**config.mk**
```make
export PLATFORM = sky130hd
export DESIGN_NAME = par2d_locator
export DESIGN_NICKNAME = d
export VERILOG_FILES = /design/src/rtl/par2d_pkg.sv /design/src/rtl/par2d_row_check.sv /design/src/rtl/par2d_col_accum.sv /design/src/rtl/par2d_row_track.sv /design/src/rtl/par2d_resolve.sv /design/src/rtl/par2d_locator.sv
export SDC_FILE = /design/constraint.sdc
export NUM_CORES = 1
export LEC_CHECK = 0
export ABC_CLOCK_PERIOD_IN_PS = 12150
export BUFFER_PORTS_ARGS = -buffer_cell sky130_fd_sc_hd__buf_2
export CORE_MARGIN = 3
export CORE_UTILIZATION = 63
export DETAILED_ROUTE_END_ITERATION = 7
export PLACE_DENSITY = 0.85
export SLEW_MARGIN = 10
export SYNTH_ARGS = -nofsm -noshare
export SYNTH_HDL_FRONTEND = slang
export SYNTH_SLANG_ARGS = --single-unit
```
**constraint.sdc**
```tcl
create_clock -name clk_i -period 12.15 [get_ports clk_i]
set_input_delay 0.6075 -clock clk_i [delete_from_list [all_inputs] [get_ports clk_i]]
set_output_delay 0.6075 -clock clk_i [all_outputs]
set_load 0.01 [all_outputs]
```
**src/rtl/par2d_pkg.sv**
```systemverilog
package par2d_pkg;
  localparam int unsigned BYTE_W = 8;
  localparam int unsigned BIT_W  = $clog2(BYTE_W);

  typedef logic [BYTE_W-1:0] byte_t;

  // saturating classification of how many checks failed
  typedef enum logic [1:0] {
    FAIL_NONE = 2'd0,
    FAIL_ONE  = 2'd1,
    FAIL_MANY = 2'd2
  } fail_cls_e;

  typedef struct packed {
    logic             err;
    logic             multi;
    logic [BIT_W-1:0] bit_idx;
    byte_t            corr;
  } res_t;

  function automatic fail_cls_e classify(input byte_t v);
    int unsigned n;
    n = 0;
    for (int i = 0; i < BYTE_W; i++) n += int'(v[i]);
    if (n == 0)      return FAIL_NONE;
    else if (n == 1) return FAIL_ONE;
    else             return FAIL_MANY;
  endfunction

  function automatic logic [BIT_W-1:0] lowest_set(input byte_t v);
    logic [BIT_W-1:0] pos;
    pos = '0;
    for (int i = BYTE_W - 1; i >= 0; i--) if (v[i]) pos = BIT_W'(i);
    return pos;
  endfunction
endpackage

```
**src/rtl/par2d_row_check.sv**
```systemverilog
module par2d_row_check
  import par2d_pkg::*;
#(
  parameter bit ROW_ODD = 1'b1
) (
  input  byte_t data_i,
  output logic  bad_o
);
  logic xor_all;
  assign xor_all = ^data_i;

  generate
    if (ROW_ODD) begin : g_odd
      assign bad_o = ~xor_all;
    end else begin : g_even
      assign bad_o = xor_all;
    end
  endgenerate
endmodule

```
**src/rtl/par2d_col_accum.sv**
```systemverilog
module par2d_col_accum
  import par2d_pkg::*;
#(
  parameter bit COL_ODD = 1'b1
) (
  input  logic  clk_i,
  input  logic  rst_ni,
  input  logic  start_i,
  input  logic  data_en_i,
  input  byte_t data_i,
  input  byte_t check_i,
  output byte_t syndrome_o
);
  byte_t acc_q, acc_base, total;

  // a new frame discards the previous totals without a dead cycle
  assign acc_base = start_i ? '0 : acc_q;

  always_ff @(posedge clk_i or negedge rst_ni) begin
    if (!rst_ni)        acc_q <= '0;
    else if (data_en_i) acc_q <= acc_base ^ data_i;
  end

  assign total = acc_base ^ check_i;

  generate
    if (COL_ODD) begin : g_odd
      assign syndrome_o = ~total;
    end else begin : g_even
      assign syndrome_o = total;
    end
  endgenerate
endmodule

```
**src/rtl/par2d_row_track.sv**
```systemverilog
module par2d_row_track
  import par2d_pkg::*;
#(
  parameter int unsigned IDX_W = 4
) (
  input  logic             clk_i,
  input  logic             rst_ni,
  input  logic             start_i,
  input  logic             data_en_i,
  input  logic             row_bad_i,
  input  byte_t            data_i,
  output fail_cls_e        fails_o,
  output logic [IDX_W-1:0] fail_idx_o,
  output byte_t            fail_byte_o
);
  logic [IDX_W-1:0] cnt_q, cur_idx;
  logic [IDX_W-1:0] idx_q;
  byte_t            byte_q;
  fail_cls_e        fails_q, fails_base;

  assign cur_idx    = start_i ? '0 : cnt_q;
  assign fails_base = start_i ? FAIL_NONE : fails_q;

  always_ff @(posedge clk_i or negedge rst_ni) begin
    if (!rst_ni) begin
      cnt_q   <= '0;
      idx_q   <= '0;
      byte_q  <= '0;
      fails_q <= FAIL_NONE;
    end else if (data_en_i) begin
      if (cur_idx != '1) cnt_q <= cur_idx + 1'b1;
      else               cnt_q <= cur_idx;
      if (row_bad_i) begin
        if (fails_base == FAIL_NONE) begin
          fails_q <= FAIL_ONE;
          idx_q   <= cur_idx;
          byte_q  <= data_i;
        end else begin
          fails_q <= FAIL_MANY;
        end
      end else begin
        fails_q <= fails_base;
      end
    end
  end

  assign fails_o     = fails_base;
  assign fail_idx_o  = idx_q;
  assign fail_byte_o = byte_q;
endmodule

```
**src/rtl/par2d_resolve.sv**
```systemverilog
module par2d_resolve
  import par2d_pkg::*;
#(
  parameter int unsigned DATA_BYTES = 11,
  parameter int unsigned IDX_W      = 4
) (
  input  logic             clk_i,
  input  logic             rst_ni,
  input  logic             frame_end_i,
  input  fail_cls_e        row_fails_i,
  input  logic [IDX_W-1:0] row_idx_i,
  input  byte_t            row_byte_i,
  input  byte_t            syndrome_i,
  input  byte_t            check_i,
  output logic             done_o,
  output res_t             res_o,
  output logic [IDX_W-1:0] byte_idx_o
);
  fail_cls_e        col_cls;
  logic [BIT_W-1:0] col_pos;
  byte_t            flip_mask;
  res_t             res_d, res_q;
  logic [IDX_W-1:0] idx_d, idx_q;
  logic             done_q;

  assign col_cls   = classify(syndrome_i);
  assign col_pos   = lowest_set(syndrome_i);
  assign flip_mask = byte_t'(1) << col_pos;

  always_comb begin
    res_d = '0;
    idx_d = '0;
    if (row_fails_i == FAIL_NONE && col_cls == FAIL_NONE) begin
      res_d = '0;
    end else if (row_fails_i == FAIL_ONE && col_cls == FAIL_ONE) begin
      res_d.err     = 1'b1;
      res_d.bit_idx = col_pos;
      res_d.corr    = row_byte_i ^ flip_mask;
      idx_d         = row_idx_i;
    end else if (row_fails_i == FAIL_NONE && col_cls == FAIL_ONE) begin
      // only the check byte itself can produce this pattern
      res_d.err     = 1'b1;
      res_d.bit_idx = col_pos;
      res_d.corr    = check_i ^ flip_mask;
      idx_d         = IDX_W'(DATA_BYTES);
    end else begin
      res_d.err   = 1'b1;
      res_d.multi = 1'b1;
    end
  end

  always_ff @(posedge clk_i or negedge rst_ni) begin
    if (!rst_ni) begin
      done_q <= 1'b0;
      res_q  <= '0;
      idx_q  <= '0;
    end else begin
      done_q <= frame_end_i;
      if (frame_end_i) begin
        res_q <= res_d;
        idx_q <= idx_d;
      end
    end
  end

  assign done_o     = done_q;
  assign res_o      = res_q;
  assign byte_idx_o = idx_q;
endmodule

```
**src/rtl/par2d_locator.sv**
```systemverilog
module par2d_locator
  import par2d_pkg::*;
#(
  parameter int unsigned DATA_BYTES = 11,
  parameter bit          ROW_ODD    = 1'b1,
  parameter bit          COL_ODD    = 1'b1,
  localparam int unsigned IDX_W     = $clog2(DATA_BYTES + 1)
) (
  input  logic             clk_i,
  input  logic             rst_ni,
  input  logic             in_valid_i,
  input  logic [7:0]       in_data_i,
  input  logic             in_last_i,
  output logic             done_o,
  output logic             err_flag_o,
  output logic             multi_err_o,
  output logic [IDX_W-1:0] err_byte_o,
  output logic [2:0]       err_bit_o,
  output logic [7:0]       corr_byte_o
);
  logic             in_frame_q, start, data_en, frame_end, row_bad;
  fail_cls_e        row_fails;
  logic [IDX_W-1:0] row_idx;
  byte_t            row_byte, syndrome;
  res_t             res;

  assign data_en   = in_valid_i & ~in_last_i;
  assign frame_end = in_valid_i & in_last_i;
  assign start     = in_valid_i & ~in_frame_q;

  always_ff @(posedge clk_i or negedge rst_ni) begin
    if (!rst_ni)        in_frame_q <= 1'b0;
    else if (in_valid_i) in_frame_q <= ~in_last_i;
  end

  par2d_row_check #(.ROW_ODD(ROW_ODD)) u_row_check (
    .data_i (in_data_i),
    .bad_o  (row_bad)
  );

  par2d_row_track #(.IDX_W(IDX_W)) u_row_track (
    .clk_i       (clk_i),
    .rst_ni      (rst_ni),
    .start_i     (start),
    .data_en_i   (data_en),
    .row_bad_i   (row_bad),
    .data_i      (in_data_i),
    .fails_o     (row_fails),
    .fail_idx_o  (row_idx),
    .fail_byte_o (row_byte)
  );

  par2d_col_accum #(.COL_ODD(COL_ODD)) u_col_accum (
    .clk_i      (clk_i),
    .rst_ni     (rst_ni),
    .start_i    (start),
    .data_en_i  (data_en),
    .data_i     (in_data_i),
    .check_i    (in_data_i),
    .syndrome_o (syndrome)
  );

  par2d_resolve #(.DATA_BYTES(DATA_BYTES), .IDX_W(IDX_W)) u_resolve (
    .clk_i       (clk_i),
    .rst_ni      (rst_ni),
    .frame_end_i (frame_end),
    .row_fails_i (row_fails),
    .row_idx_i   (row_idx),
    .row_byte_i  (row_byte),
    .syndrome_i  (syndrome),
    .check_i     (in_data_i),
    .done_o      (done_o),
    .res_o       (res),
    .byte_idx_o  (err_byte_o)
  );

  assign err_flag_o  = res.err;
  assign multi_err_o = res.multi;
  assign err_bit_o   = res.bit_idx;
  assign corr_byte_o = res.corr;
endmodule

```
==> flow_summary_export.csv <==
group,metric,value,unit
outcome,status,"complete, no violations",
timing,rsz0062_at_grt,"false",
hold_path,worst_hold_path_type,"input port to async pin",
layout,regArea,1130,µm²
critical_path,path_max_fanout,26,
yosys,syn-num-nets,326,
yosys,synth_top_area_share,40.1,%
timing,setup_viol,0,
yosys,synth_area_leader_cell,"dfrtp_1",
yosys,mappedNetlistArea,2810,µm²
floorplanning,dieHeight,72.8,µm
critical_path,worstPathRequired,12380,ps
timing,fin_crit_sh,45.1,%
route,viasPerCell,6.14,
layout,drive_gt1_share,18.8,%
yosys,syn-instance-count,306,
yosys,synthArstFlopShare,100,%
yosys,ys_ff_latch,45,
grt,grt_pass1_vias,2167,
pwr,p_total,595,µW
clocking,clockBufferDepth,2,
placed_design,gp_congestion,0.868,
clocking,htree_num_levels,2,
critical_path,crit_type,"flop to flop",
placed_design,dp_hpwl,4350,µm
timing,slew_violations,0,
yosys,ys.warnings.count,0,
floorplanning,fp.coreArea,4140,µm²
clocking,post-cts-setup-buffers,0,
layout,diodes,0,
yosys,synth-seq-area-share,40.1,%
route,routedWlPerCell,16.1,µm
route,drtIter0Drc,159,
flow_run,maxCapViolations,0,
layout,multiInputGateArea,1540,µm²
timing,relSlewSlack,25.2,%
yosys,synthFlopType,"dfrtp_1",
yosys,yosysMostFrequentCell,"nand2_1",
route,firstDrtPassIters,5,
layout,final_nets,343,
placed_design,io_buffers,29,
yosys,synthTopCellsByCount,"50 x nand2_1, 45 x dfrtp_1, 23 x o21ai_0, 18 x nor2_1, 16 x mux2_2",
clocking,cts.reportedPaths.clkPinSlew,90,ps
clocking,clock-sinks,45,
route,drc_errors,0,
grt,antenna_found_initial,0,
timing,fmax,182,MHz
grt,grt_max_degree,46,
grt,grt_overflow,0,
pwr,ir_drop,0.0968,mV
yosys,synth_area_leaders,"dfrtp_1 40%, nand2_1 6.7%, mux2_2 6.4%",
timing,clock_skew,8.89,ps
timing,period_needed,5480,ps
floorplanning,ios,30,
timing,hold_viol,0,
pwr,power-per-cell-area,195,nW/µm²
layout,area_growth,8.46,%
clocking,holdBufCountCts,0,
yosys,postSynthAreaPerCell,9.18,µm²
yosys,ys_types,53,
yosys,synth_edf_count,0,
clocking,root_buffer,"clkbuf_8",
route,routed_wl,6020,µm
critical_path,end_kind,"flop",
timing,tightest_slew,1120,ps
route,via_count,2296,
route,ant_nets,0,
floorplanning,die_w,72.8,µm
floorplanning,dieArea,5300,µm²
floorplanning,initial_core_util,67.8,%
grt,grt_util_all_layers,24.5,%
clocking,cts_resized,0,
grt,grt_pass1_wl,10200,µm
layout,fill_cells,301,
clocking,cts_tree,"built",
timing,fin_setup_tns,0,ps
critical_path,critical_path_arrival,5720,ps
pwr,p_leak,1.38,nW
clocking,cts_buffers,5,
clocking,clock_latency,300,ps
critical_path,cp-start-kind,"flop",
floorplanning,rows,23,
layout,final_core_util,73.5,%
-- layer usage --
layer | vias to the layer above | part of all wire (%) | GRT usage (%)
met5 | - | 0 | 0
met1 | 1101 | 46 | 34.0
met3 | 6 | 6.3 | 5.23
met4 | 0 | 0.88 | 10.0
li1 | 1112 | - | -
met2 | 77 | 47 | 37.4
-- power breakdown --
group	total [mW]	switching, mW	internal, mW
clock network	0.115	0.0531	0.0616
registers	0.236	0.0345	0.201
logic	0.244	0.136	0.109
-- path summary, 6_finish.rpt --
kind	startpoint	to	slack, ps	cells past startpoint
min in group clk_i	u_resolve.byte_idx_o[2]	u_resolve.byte_idx_o[2]	470	2
min reg2reg	u_resolve.byte_idx_o[2]	u_resolve.byte_idx_o[2]	470	2
max	in_frame_q	u_resolve.res_o[6]	6670	16
min	rst_ni	u_row_track.fail_idx_o[2]	450	1
max in group asynchronous	rst_ni	u_col_accum.acc_q[2]	11090	1
max reg2reg	in_frame_q	u_resolve.res_o[6]	6670	16
-- layout by cell type, fill, tap and decap left out, types with 2 or more instances in the layout --
cell type,instances
nand2_1,50
dfrtp_1,45
buf_2,29
o21ai_0,23
nor2_1,18
mux2_2,16
inv_1,13
xnor2_1,12
nand3_1,11
nand2b_1,9
a32o_1,6
or3_1,5
o22ai_1,5
o211ai_1,5
clkbuf_8,5
xor2_1,4
a31oi_1,4
fa_1,4
ha_1,4
and2_1,3
a21o_1,3
nor2b_1,3
a21oi_1,3
nor3_1,3
or2_2,3
o22a_1,3
a211oi_1,3
mux2i_1,3
or4_1,2
o311ai_0,2
-- kinds of logic after synthesis --
| family | synth area share (%) |
|---|---|
| AND/OR/NAND/NOR | 20.1 |
| AO/OA/AOI/OAI | 17.6 |
| flip-flops | 40.1 |
| buffers and inverters | 5.03 |
| multiplexers | 7.48 |
| XOR/XNOR | 4.99 |
| adder cells (fa/ha/maj) | 4.63 |
-- critical path: stages, from the launching register on --
cell      delay (ps)
dfrtp_1          420
nand2b_1         160
buf_4            220
a21o_1           220
and2_1           170
ha_1             290
inv_1             70
fa_1             430
fa_1             510
fa_1             430
fa_1             410
or3b_1           350
o22ai_1          160
nand3_1          530
mux2_2           490
or4_1            440
nand3_1          110
-- state kept, by name, summed over array words and instances (netlist names) --
register,flops
u_resolve.res_o,13
u_row_track.cnt_q,4
u_row_track.fails_q,2
u_resolve.byte_idx_o,4
u_resolve.done_o,1
u_row_track.fail_byte_o,8
u_row_track.fail_idx_o,4
in_frame_q,1
u_col_accum.acc_q,8
-- per-stage QoR --
step	instance area, µm²	setup WS, ps	hold slack [ps]	std cells
4_1_cts	3050	6750	481	374
3_5_place_dp	2930	6560	462	366
6_report	3050	6670	453	374
5_1_grt	3050	6490	510	374
2_1_floorplan	2810	7140	312	306
3_3_place_gp	2930	6710	458	366
-- layout make-up --
class                   instances  area share (%)
well taps                      50            2.05
repair buffers                 30            5.01
clock buffers                   5            2.26
flip-flops and latches         45            37.0
inverters                      13            1.60
clock inverters                 3            1.52
multi-input cells             228            50.6
No activity file was read; power rests on OpenSTA's default activity.
